$ cat src/rtl/impulse_map_pkg.sv
package impulse_map_pkg;

  typedef enum logic [1:0] {
    ADDR_SCAN = 2'd0,
    ADDR_MAX  = 2'd1,
    ADDR_MIN  = 2'd2
  } addrSel_e;

  typedef struct packed {
    logic     capture;
    addrSel_e addrSel;
    logic     memWe;
    logic     wrZero;
    logic     incr;
    logic     tallyClr;
    logic     tallyRd;
  } mapCtl_t;

endpackage

$ cat src/rtl/impulse_map_extremum.sv
module impulse_map_extremum #(
  parameter int PIX_W = 8
) (
  input  logic [9*PIX_W-1:0] pix,
  output logic [3:0]         maxIdx,
  output logic [3:0]         minIdx
);

  // first level: three 3-input compare stages, one per window row
  for (genvar g = 0; g < 3; g++) begin : g_row
    logic [PIX_W-1:0] hiV, loV;
    logic [3:0]       hiI, loI;
    always_comb begin
      hiV = pix[(3*g)*PIX_W +: PIX_W];
      loV = pix[(3*g)*PIX_W +: PIX_W];
      hiI = 4'(3*g);
      loI = 4'(3*g);
      for (int j = 1; j < 3; j++) begin
        if (pix[(3*g+j)*PIX_W +: PIX_W] > hiV) begin
          hiV = pix[(3*g+j)*PIX_W +: PIX_W];
          hiI = 4'(3*g+j);
        end
        if (pix[(3*g+j)*PIX_W +: PIX_W] < loV) begin
          loV = pix[(3*g+j)*PIX_W +: PIX_W];
          loI = 4'(3*g+j);
        end
      end
    end
  end

  // second level: one 3-input stage over the row winners; strict compares keep the lower index
  logic [PIX_W-1:0] bestHi, bestLo;
  always_comb begin
    bestHi = g_row[0].hiV;
    maxIdx = g_row[0].hiI;
    if (g_row[1].hiV > bestHi) begin
      bestHi = g_row[1].hiV;
      maxIdx = g_row[1].hiI;
    end
    if (g_row[2].hiV > bestHi) begin
      bestHi = g_row[2].hiV;
      maxIdx = g_row[2].hiI;
    end
    bestLo = g_row[0].loV;
    minIdx = g_row[0].loI;
    if (g_row[1].loV < bestLo) begin
      bestLo = g_row[1].loV;
      minIdx = g_row[1].loI;
    end
    if (g_row[2].loV < bestLo) begin
      bestLo = g_row[2].loV;
      minIdx = g_row[2].loI;
    end
  end

endmodule

$ cat src/rtl/impulse_map_datapath.sv
module impulse_map_datapath
  import impulse_map_pkg::*;
#(
  parameter int IMG_W  = 512,
  parameter int PIX_W  = 8,
  parameter int CNT_W  = 5,
  parameter int ADDR_W = 18,
  parameter int TOT_W  = 19
) (
  input  logic               clk,
  input  logic               rstN,
  input  mapCtl_t            ctl,
  input  logic [9*PIX_W-1:0] winPix,
  input  logic [ADDR_W-1:0]  winRef,
  input  logic [ADDR_W-1:0]  scanAddr,
  input  logic [CNT_W-1:0]   memRdata,
  output logic [ADDR_W-1:0]  memAddr,
  output logic [CNT_W-1:0]   memWdata,
  output logic               sameCell,
  output logic [TOT_W-1:0]   saltCount,
  output logic [TOT_W-1:0]   pepperCount
);

  localparam int HITS = 9;
  localparam logic signed [CNT_W-1:0] CNT_HI      = CNT_W'((2**(CNT_W-1)) - 1);
  localparam logic signed [CNT_W-1:0] CNT_LO      = -CNT_HI;
  localparam logic signed [CNT_W-1:0] SALT_CODE   = CNT_W'(HITS);
  localparam logic signed [CNT_W-1:0] PEPPER_CODE = -SALT_CODE;

  logic [9*PIX_W-1:0] pixQ;
  logic [ADDR_W-1:0]  refQ;
  logic [3:0]         maxIdx, minIdx;
  logic               rdPend;

  always_ff @(posedge clk) begin
    if (!rstN) begin
      pixQ <= '0;
      refQ <= '0;
    end else if (ctl.capture) begin
      pixQ <= winPix;
      refQ <= winRef;
    end
  end

  impulse_map_extremum #(.PIX_W(PIX_W)) u_ext (
    .pix    (pixQ),
    .maxIdx (maxIdx),
    .minIdx (minIdx)
  );

  assign sameCell = (maxIdx == minIdx);

  function automatic logic [ADDR_W-1:0] cellAddr(input logic [ADDR_W-1:0] ctr,
                                                 input logic [3:0] idx);
    logic [ADDR_W-1:0] a;
    a = ctr;
    case (int'(idx) / 3)
      0:       a = a - ADDR_W'(IMG_W);
      2:       a = a + ADDR_W'(IMG_W);
      default: a = a;
    endcase
    case (int'(idx) % 3)
      0:       a = a - ADDR_W'(1);
      2:       a = a + ADDR_W'(1);
      default: a = a;
    endcase
    return a;
  endfunction

  always_comb begin
    case (ctl.addrSel)
      ADDR_MAX: memAddr = cellAddr(refQ, maxIdx);
      ADDR_MIN: memAddr = cellAddr(refQ, minIdx);
      default:  memAddr = scanAddr;
    endcase
  end

  logic signed [CNT_W-1:0] oldVal, newVal;
  always_comb begin
    oldVal = signed'(memRdata);
    if (ctl.incr) newVal = (oldVal >= CNT_HI) ? CNT_HI : oldVal + CNT_W'(1);
    else          newVal = (oldVal <= CNT_LO) ? CNT_LO : oldVal - CNT_W'(1);
    memWdata = ctl.wrZero ? '0 : newVal;
  end

  // tally: the read issued in one cycle is classified in the next
  always_ff @(posedge clk) begin
    if (!rstN) begin
      rdPend      <= 1'b0;
      saltCount   <= '0;
      pepperCount <= '0;
    end else begin
      rdPend <= ctl.tallyRd;
      if (ctl.tallyClr) begin
        saltCount   <= '0;
        pepperCount <= '0;
      end else if (rdPend) begin
        if (memRdata == SALT_CODE)   saltCount   <= saltCount + 1'b1;
        if (memRdata == PEPPER_CODE) pepperCount <= pepperCount + 1'b1;
      end
    end
  end

endmodule

$ cat src/rtl/impulse_map_control.sv
module impulse_map_control
  import impulse_map_pkg::*;
#(
  parameter int CELLS  = 262144,
  parameter int ADDR_W = 18
) (
  input  logic              clk,
  input  logic              rstN,
  input  logic              sweepStart,
  input  logic              winValid,
  input  logic              winLast,
  input  logic              sameCell,
  output mapCtl_t           ctl,
  output logic [ADDR_W-1:0] scanAddr,
  output logic              winReady,
  output logic              filterStart
);

  localparam logic [ADDR_W-1:0] LAST_CELL = ADDR_W'(CELLS - 1);

  typedef enum logic [3:0] {
    S_IDLE, S_CLEAR, S_RUN, S_FIND, S_RD_MAX, S_WR_MAX,
    S_RD_MIN, S_WR_MIN, S_TALLY, S_TWAIT, S_DONE
  } mapState_e;

  mapState_e         state;
  logic [ADDR_W-1:0] scanCnt;
  logic              lastQ;

  always_ff @(posedge clk) begin
    if (!rstN) begin
      state   <= S_IDLE;
      scanCnt <= '0;
      lastQ   <= 1'b0;
    end else begin
      case (state)
        S_IDLE: if (sweepStart) begin
          state   <= S_CLEAR;
          scanCnt <= '0;
        end
        S_CLEAR: begin
          if (scanCnt == LAST_CELL) state <= S_RUN;
          else scanCnt <= scanCnt + 1'b1;
        end
        S_RUN: if (winValid) begin
          lastQ <= winLast;
          state <= S_FIND;
        end
        S_FIND: begin
          if (sameCell) begin
            state   <= lastQ ? S_TALLY : S_RUN;
            scanCnt <= '0;
          end else begin
            state <= S_RD_MAX;
          end
        end
        S_RD_MAX: state <= S_WR_MAX;
        S_WR_MAX: state <= S_RD_MIN;
        S_RD_MIN: state <= S_WR_MIN;
        S_WR_MIN: begin
          state   <= lastQ ? S_TALLY : S_RUN;
          scanCnt <= '0;
        end
        S_TALLY: begin
          if (scanCnt == LAST_CELL) state <= S_TWAIT;
          else scanCnt <= scanCnt + 1'b1;
        end
        S_TWAIT: state <= S_DONE;
        S_DONE:  state <= S_IDLE;
        default: state <= S_IDLE;
      endcase
    end
  end

  always_comb begin
    ctl         = '0;
    ctl.addrSel = ADDR_SCAN;
    case (state)
      S_IDLE:   ctl.tallyClr = sweepStart;
      S_CLEAR: begin
        ctl.memWe  = 1'b1;
        ctl.wrZero = 1'b1;
      end
      S_RUN:    ctl.capture = winValid;
      S_RD_MAX: ctl.addrSel = ADDR_MAX;
      S_WR_MAX: begin
        ctl.addrSel = ADDR_MAX;
        ctl.memWe   = 1'b1;
        ctl.incr    = 1'b1;
      end
      S_RD_MIN: ctl.addrSel = ADDR_MIN;
      S_WR_MIN: begin
        ctl.addrSel = ADDR_MIN;
        ctl.memWe   = 1'b1;
      end
      S_TALLY:  ctl.tallyRd = 1'b1;
      default:  ctl = ctl;
    endcase
  end

  assign scanAddr    = scanCnt;
  assign winReady    = (state == S_RUN);
  assign filterStart = (state == S_DONE);

endmodule

$ cat src/rtl/impulse_map_detector.sv
module impulse_map_detector
  import impulse_map_pkg::*;
#(
  parameter int IMG_W = 512,
  parameter int IMG_H = 512,
  parameter int PIX_W = 8,
  parameter int CNT_W = 5
) (
  input  logic                               clk,
  input  logic                               rstN,
  input  logic                               sweepStart,
  input  logic                               winValid,
  input  logic                               winLast,
  input  logic [9*PIX_W-1:0]                 winPix,
  input  logic [$clog2(IMG_W*IMG_H)-1:0]     winRef,
  output logic                               winReady,
  output logic [$clog2(IMG_W*IMG_H)-1:0]     memAddr,
  output logic                               memWe,
  output logic [CNT_W-1:0]                   memWdata,
  input  logic [CNT_W-1:0]                   memRdata,
  output logic [$clog2(IMG_W*IMG_H+1)-1:0]   saltCount,
  output logic [$clog2(IMG_W*IMG_H+1)-1:0]   pepperCount,
  output logic                               filterStart
);

  localparam int CELLS  = IMG_W * IMG_H;
  localparam int ADDR_W = $clog2(CELLS);
  localparam int TOT_W  = $clog2(CELLS + 1);

  mapCtl_t           ctl;
  logic [ADDR_W-1:0] scanAddr;
  logic              sameCell;

  impulse_map_control #(.CELLS(CELLS), .ADDR_W(ADDR_W)) u_ctrl (
    .clk         (clk),
    .rstN        (rstN),
    .sweepStart  (sweepStart),
    .winValid    (winValid),
    .winLast     (winLast),
    .sameCell    (sameCell),
    .ctl         (ctl),
    .scanAddr    (scanAddr),
    .winReady    (winReady),
    .filterStart (filterStart)
  );

  impulse_map_datapath #(
    .IMG_W(IMG_W), .PIX_W(PIX_W), .CNT_W(CNT_W), .ADDR_W(ADDR_W), .TOT_W(TOT_W)
  ) u_dp (
    .clk         (clk),
    .rstN        (rstN),
    .ctl         (ctl),
    .winPix      (winPix),
    .winRef      (winRef),
    .scanAddr    (scanAddr),
    .memRdata    (memRdata),
    .memAddr     (memAddr),
    .memWdata    (memWdata),
    .sameCell    (sameCell),
    .saltCount   (saltCount),
    .pepperCount (pepperCount)
  );

  assign memWe = ctl.memWe;

endmodule

$ cat config.mk
export PLATFORM = sky130hd
export DESIGN_NAME = impulse_map_detector
export DESIGN_NICKNAME = d
export VERILOG_FILES = /design/src/rtl/impulse_map_pkg.sv /design/src/rtl/impulse_map_extremum.sv /design/src/rtl/impulse_map_datapath.sv /design/src/rtl/impulse_map_control.sv /design/src/rtl/impulse_map_detector.sv
export SDC_FILE = /design/constraint.sdc
export NUM_CORES = 1
export LEC_CHECK = 0
export BUFFER_PORTS_ARGS = -buffer_cell sky130_fd_sc_hd__buf_4
export CELL_PAD_IN_SITES_DETAIL_PLACEMENT = 0
export CELL_PAD_IN_SITES_GLOBAL_PLACEMENT = 1
export CORE_MARGIN = 3
export CORE_UTILIZATION = 45
export CTS_BUF_LIST = sky130_fd_sc_hd__clkbuf_4
export CTS_CLUSTER_DIAMETER = 40
export DETAILED_ROUTE_END_ITERATION = 7
export PLACE_DENSITY = 0.91
export SYNTH_ARGS = -nofsm -noshare
export SYNTH_HDL_FRONTEND = slang
export SYNTH_SLANG_ARGS = --single-unit
$ cat constraint.sdc
create_clock -name clk -period 20.4 [get_ports clk]
set_input_delay 2.04 -clock clk [delete_from_list [all_inputs] [get_ports clk]]
set_output_delay 2.04 -clock clk [all_outputs]
set_load 0.005 [all_outputs]
==> results.py <==
metrics = {
    "clocking": {
        "clockRootBuffer": "clkbuf_4",
        "clock_latency_ns": 0.62,
        "clk_pin_slew_ns": 0.14,
        "cts_inserted_buffers": 17,
        "cts.sinks": 152,
        "cts_tree": "yes",
        "cts_resized": 0,
        "cts_hold_buffers": 0,
        "postCtsSetupBuffers": 0,
        "h-tree-depth": 4,
        "clockBufferDepth": 2,
    },
    "logic_synthesis": {
        "yosys-top-cells-area": "dfxtp_1 23%, ha_1 14%, a21oi_1 8.7%",
        "synth_area_um2": 13500,
        "syn_avg_cell_area_um2": 7.29,
        "yosys.area.top_type_share_pct": 22.6,
        "async_flop_share_pct": 0,
        "synthFlopType": "dfxtp_1",
        "synth_fp_nets": 2100,
        "yosysWarningCount": 0,
        "synth_seq_cells": 152,
        "synth_cell_types": 89,
        "yosysSeqAreaShare_pct": 22.6,
        "synthCells": 1850,
        "yosys.area.top_type": "dfxtp_1",
        "synth-edff-count": 0,
    },
    "final_layout": {
        "syn_to_final_growth_pct": 13.3,
        "fin_nets": 2210,
        "drive_above_1_share_pct": 12.6,
    },
    "setup_path": {
        "r2r_slack_ns": 9.92,
        "cp_max_fo": 18,
        "worstReg2RegEnd": "u_ctrl.scanAddr[1]",
        "start_kind": "flip-flop",
        "crit_start": "u_dp.pixQ[7]",
        "cp-endpoint": "memAddr[16]",
        "crit_required_ns": 18.36,
        "cp-end-kind": "primary output",
        "cp_slowest_cell": "o31ai_1",
        "arrival_ns": 16.29,
        "worst_r2r_path_depth": 35,
        "criticalPathCategory": "flip-flop to primary output",
        "r2r_start": "u_dp.pixQ[7]",
        "slowest_delay_ns": 0.84,
    },
    "run_status": {
        "status": "finished clean",
    },
    "die": {
        "num_rows": 62,
        "dieArea_um2": 32100,
        "die_w_um": 179,
        "core_um2": 29100,
        "ios": 164,
        "start_util_pct": 46.3,
        "die_y_um": 179,
    },
    "timing": {
        "min_period_over_period_pct": 89.9,
        "rsz0062_at_grt": "false",
        "setup_viol": 0,
        "fmax_ghz": 0.0545,
        "max_slew_margin_pct": 13.7,
        "tns_ns": 0,
        "maxSlewViolCount": 0,
        "tightest_slew_ns": 1.29,
        "finalHoldViolCount": 0,
        "fin_crit_ns": 18.33,
        "finClkSkew_ns": 0.0339,
    },
    "detailed_routing": {
        "antenna_left": 0,
        "wl_per_cell_um": 16.4,
        "drc": 0,
        "finalWirelength_mm": 38.7,
        "drtIter0Drc": 709,
        "vias_per_cell": 5.74,
        "first_pass_iters": 5,
        "num_vias": 13539,
    },
    "grt": {
        "grt_start_max_net_pins": 92,
        "grtUsageTotal_pct": 23.9,
        "grt_pass1_vias": 12753,
        "antenna_found_initial": 1,
        "grt_overflow": 0,
        "grt_pass1_wl_mm": 62.9,
    },
    "place": {
        "gp_congestion": 0.896,
        "dp_hpwl_mm": 29.7,
        "numPortBuffers": 163,
    },
    "hold_path": {
        "min_path_type": "flip-flop to flip-flop",
    },
    "flow_run": {
        "cap_violations": 0,
    },
}
-- state kept, by name (all words and copies together), names as in the netlist --
| signal | count |
|---|---|
| u_dp.saltCount | 19 |
| u_dp.pepperCount | 19 |
| u_ctrl.lastQ | 1 |
| u_dp.refQ | 18 |
| u_dp.rdPend | 1 |
| u_ctrl.scanAddr | 18 |
| u_dp.pixQ | 72 |
| u_ctrl.state | 4 |
-- metal layers --
layer / track usage, % / vias up / part of all wire, %
met5: 0 / - / 0
met4: 6.98 / 0 / 2.1
met3: 3.56 / 61 / 4.2
met2: 40.5 / 315 / 47
met1: 31.6 / 6315 / 46
li1: - / 6848 / -
-- worst max-delay path, delay by kind of cell, from the launching register on --
kind            cells  cell delay, ns
compound gates     28            6.90
xor+xnor            1            0.08
fa+ha+maj           8            2.71
buf+inv             3            0.95
flops               1            0.38
mux                 4            1.34
simple gates       10            3.34
-- cells by family after synthesis --
logic type,Yosys count,synth area share (%)
compound gates,544,25.4
xor+xnor,77,5.00
fa+ha+maj,150,14.0
buf+inv,158,4.51
flops,152,22.6
mux,72,5.51
simple gates,697,23.0
-- placed cells by master (no fill, tap or decap), types with 6 or more instances in the layout --
master and count:
o21ai_0 93, a31oi_1 26, buf_4 172, nand2_1 301, a21oi_1 235, o21a_1 21, nor2b_1 16, dfxtp_1 152
clkbuf_4 18, mux2_2 13, o21bai_1 11, or3_1 21, a211o_1 6, and3_1 19, xor2_1 43, xnor2_1 34
o2111ai_1 8, nor3_1 18, mux2i_1 58, nor2_1 189, a211oi_1 12, a221oi_1 8, o22ai_1 6, o211ai_1 8
o31ai_1 6, and2_1 6, ha_1 148, inv_1 75, a21o_1 27, nand2b_1 13, nand4_1 23, or2_2 6
nand3_1 54
-- metrics by stage --
stage | instances | cell area [µm²] | hold WS (ns) | utilization (%) | setup slack, ns
final | 2358 | 15300 | 0.483 | 52.5 | 2.07
after CTS | 2357 | 15300 | 0.487 | 52.5 | 2.20
after global routing | 2358 | 15300 | 0.507 | 52.5 | 0.501
after detailed placement | 2325 | 15000 | 0.468 | 51.4 | 2.92
after floorplan | 1850 | 13500 | 0.444 | - | 5.44
after global placement | 2325 | 15000 | 0.460 | 51.4 | 3.39
-- how the worst min path moves through the flow --
stage	slack (ns)	cells after the start	end	start
detailed placement	0.47	2	u_dp.pixQ[52]	u_dp.pixQ[52]
global placement	0.46	2	u_dp.pixQ[1]	u_dp.pixQ[1]
finish	0.48	2	u_dp.pixQ[1]	u_dp.pixQ[1]
floorplan	0.44	1	u_ctrl.scanAddr[16]	u_ctrl.scanAddr[16]
CTS	0.49	2	u_dp.pixQ[52]	u_dp.pixQ[52]
global route	0.51	2	u_dp.pixQ[1]	u_dp.pixQ[1]
-- area by class of cell --
| cell class | instances | area, µm² |
|---|---|---|
| repair buffers | 172 | 1290 |
| multi-input cells | 1540 | 9850 |
| clock buffers | 18 | 135 |
| flip-flops and latches | 152 | 3040 |
| clock inverters | 14 | 180 |
| diodes | 1 | 2.50 |
| well taps | 384 | 480 |
| fillers | 2870 | 13800 |
| inverters | 77 | 289 |
-- synthesized netlist by cell type (4+ instances only) --
master / count
nand3_1: 54
o22ai_1: 6
nand2b_1: 13
o21a_1: 21
xor2_1: 43
nor2b_1: 16
and4_1: 5
nor3_1: 18
and3_1: 19
a32oi_1: 4
xnor2_1: 34
mux2_2: 13
mux2i_1: 58
o2111ai_1: 8
a211oi_1: 12
nor2_1: 189
a211o_1: 6
or3_1: 21
or4_1: 4
o21bai_1: 11
o21ai_0: 93
a21oi_1: 235
inv_1: 75
or2_2: 6
a31oi_1: 26
a22oi_1: 5
a311oi_1: 4
a21boi_0: 5
nand4_1: 23
a21o_1: 27
nand2_1: 302
nor4_1: 6
o31a_1: 5
and2_1: 6
a221oi_1: 8
clkbuf_1: 73
dfxtp_1: 152
o31ai_1: 7
o211ai_1: 8
ha_1: 148
Power is left out: the tool's default activity adds up to more than one toggle a clock period on the data nets, which glitch-free logic cannot reach.
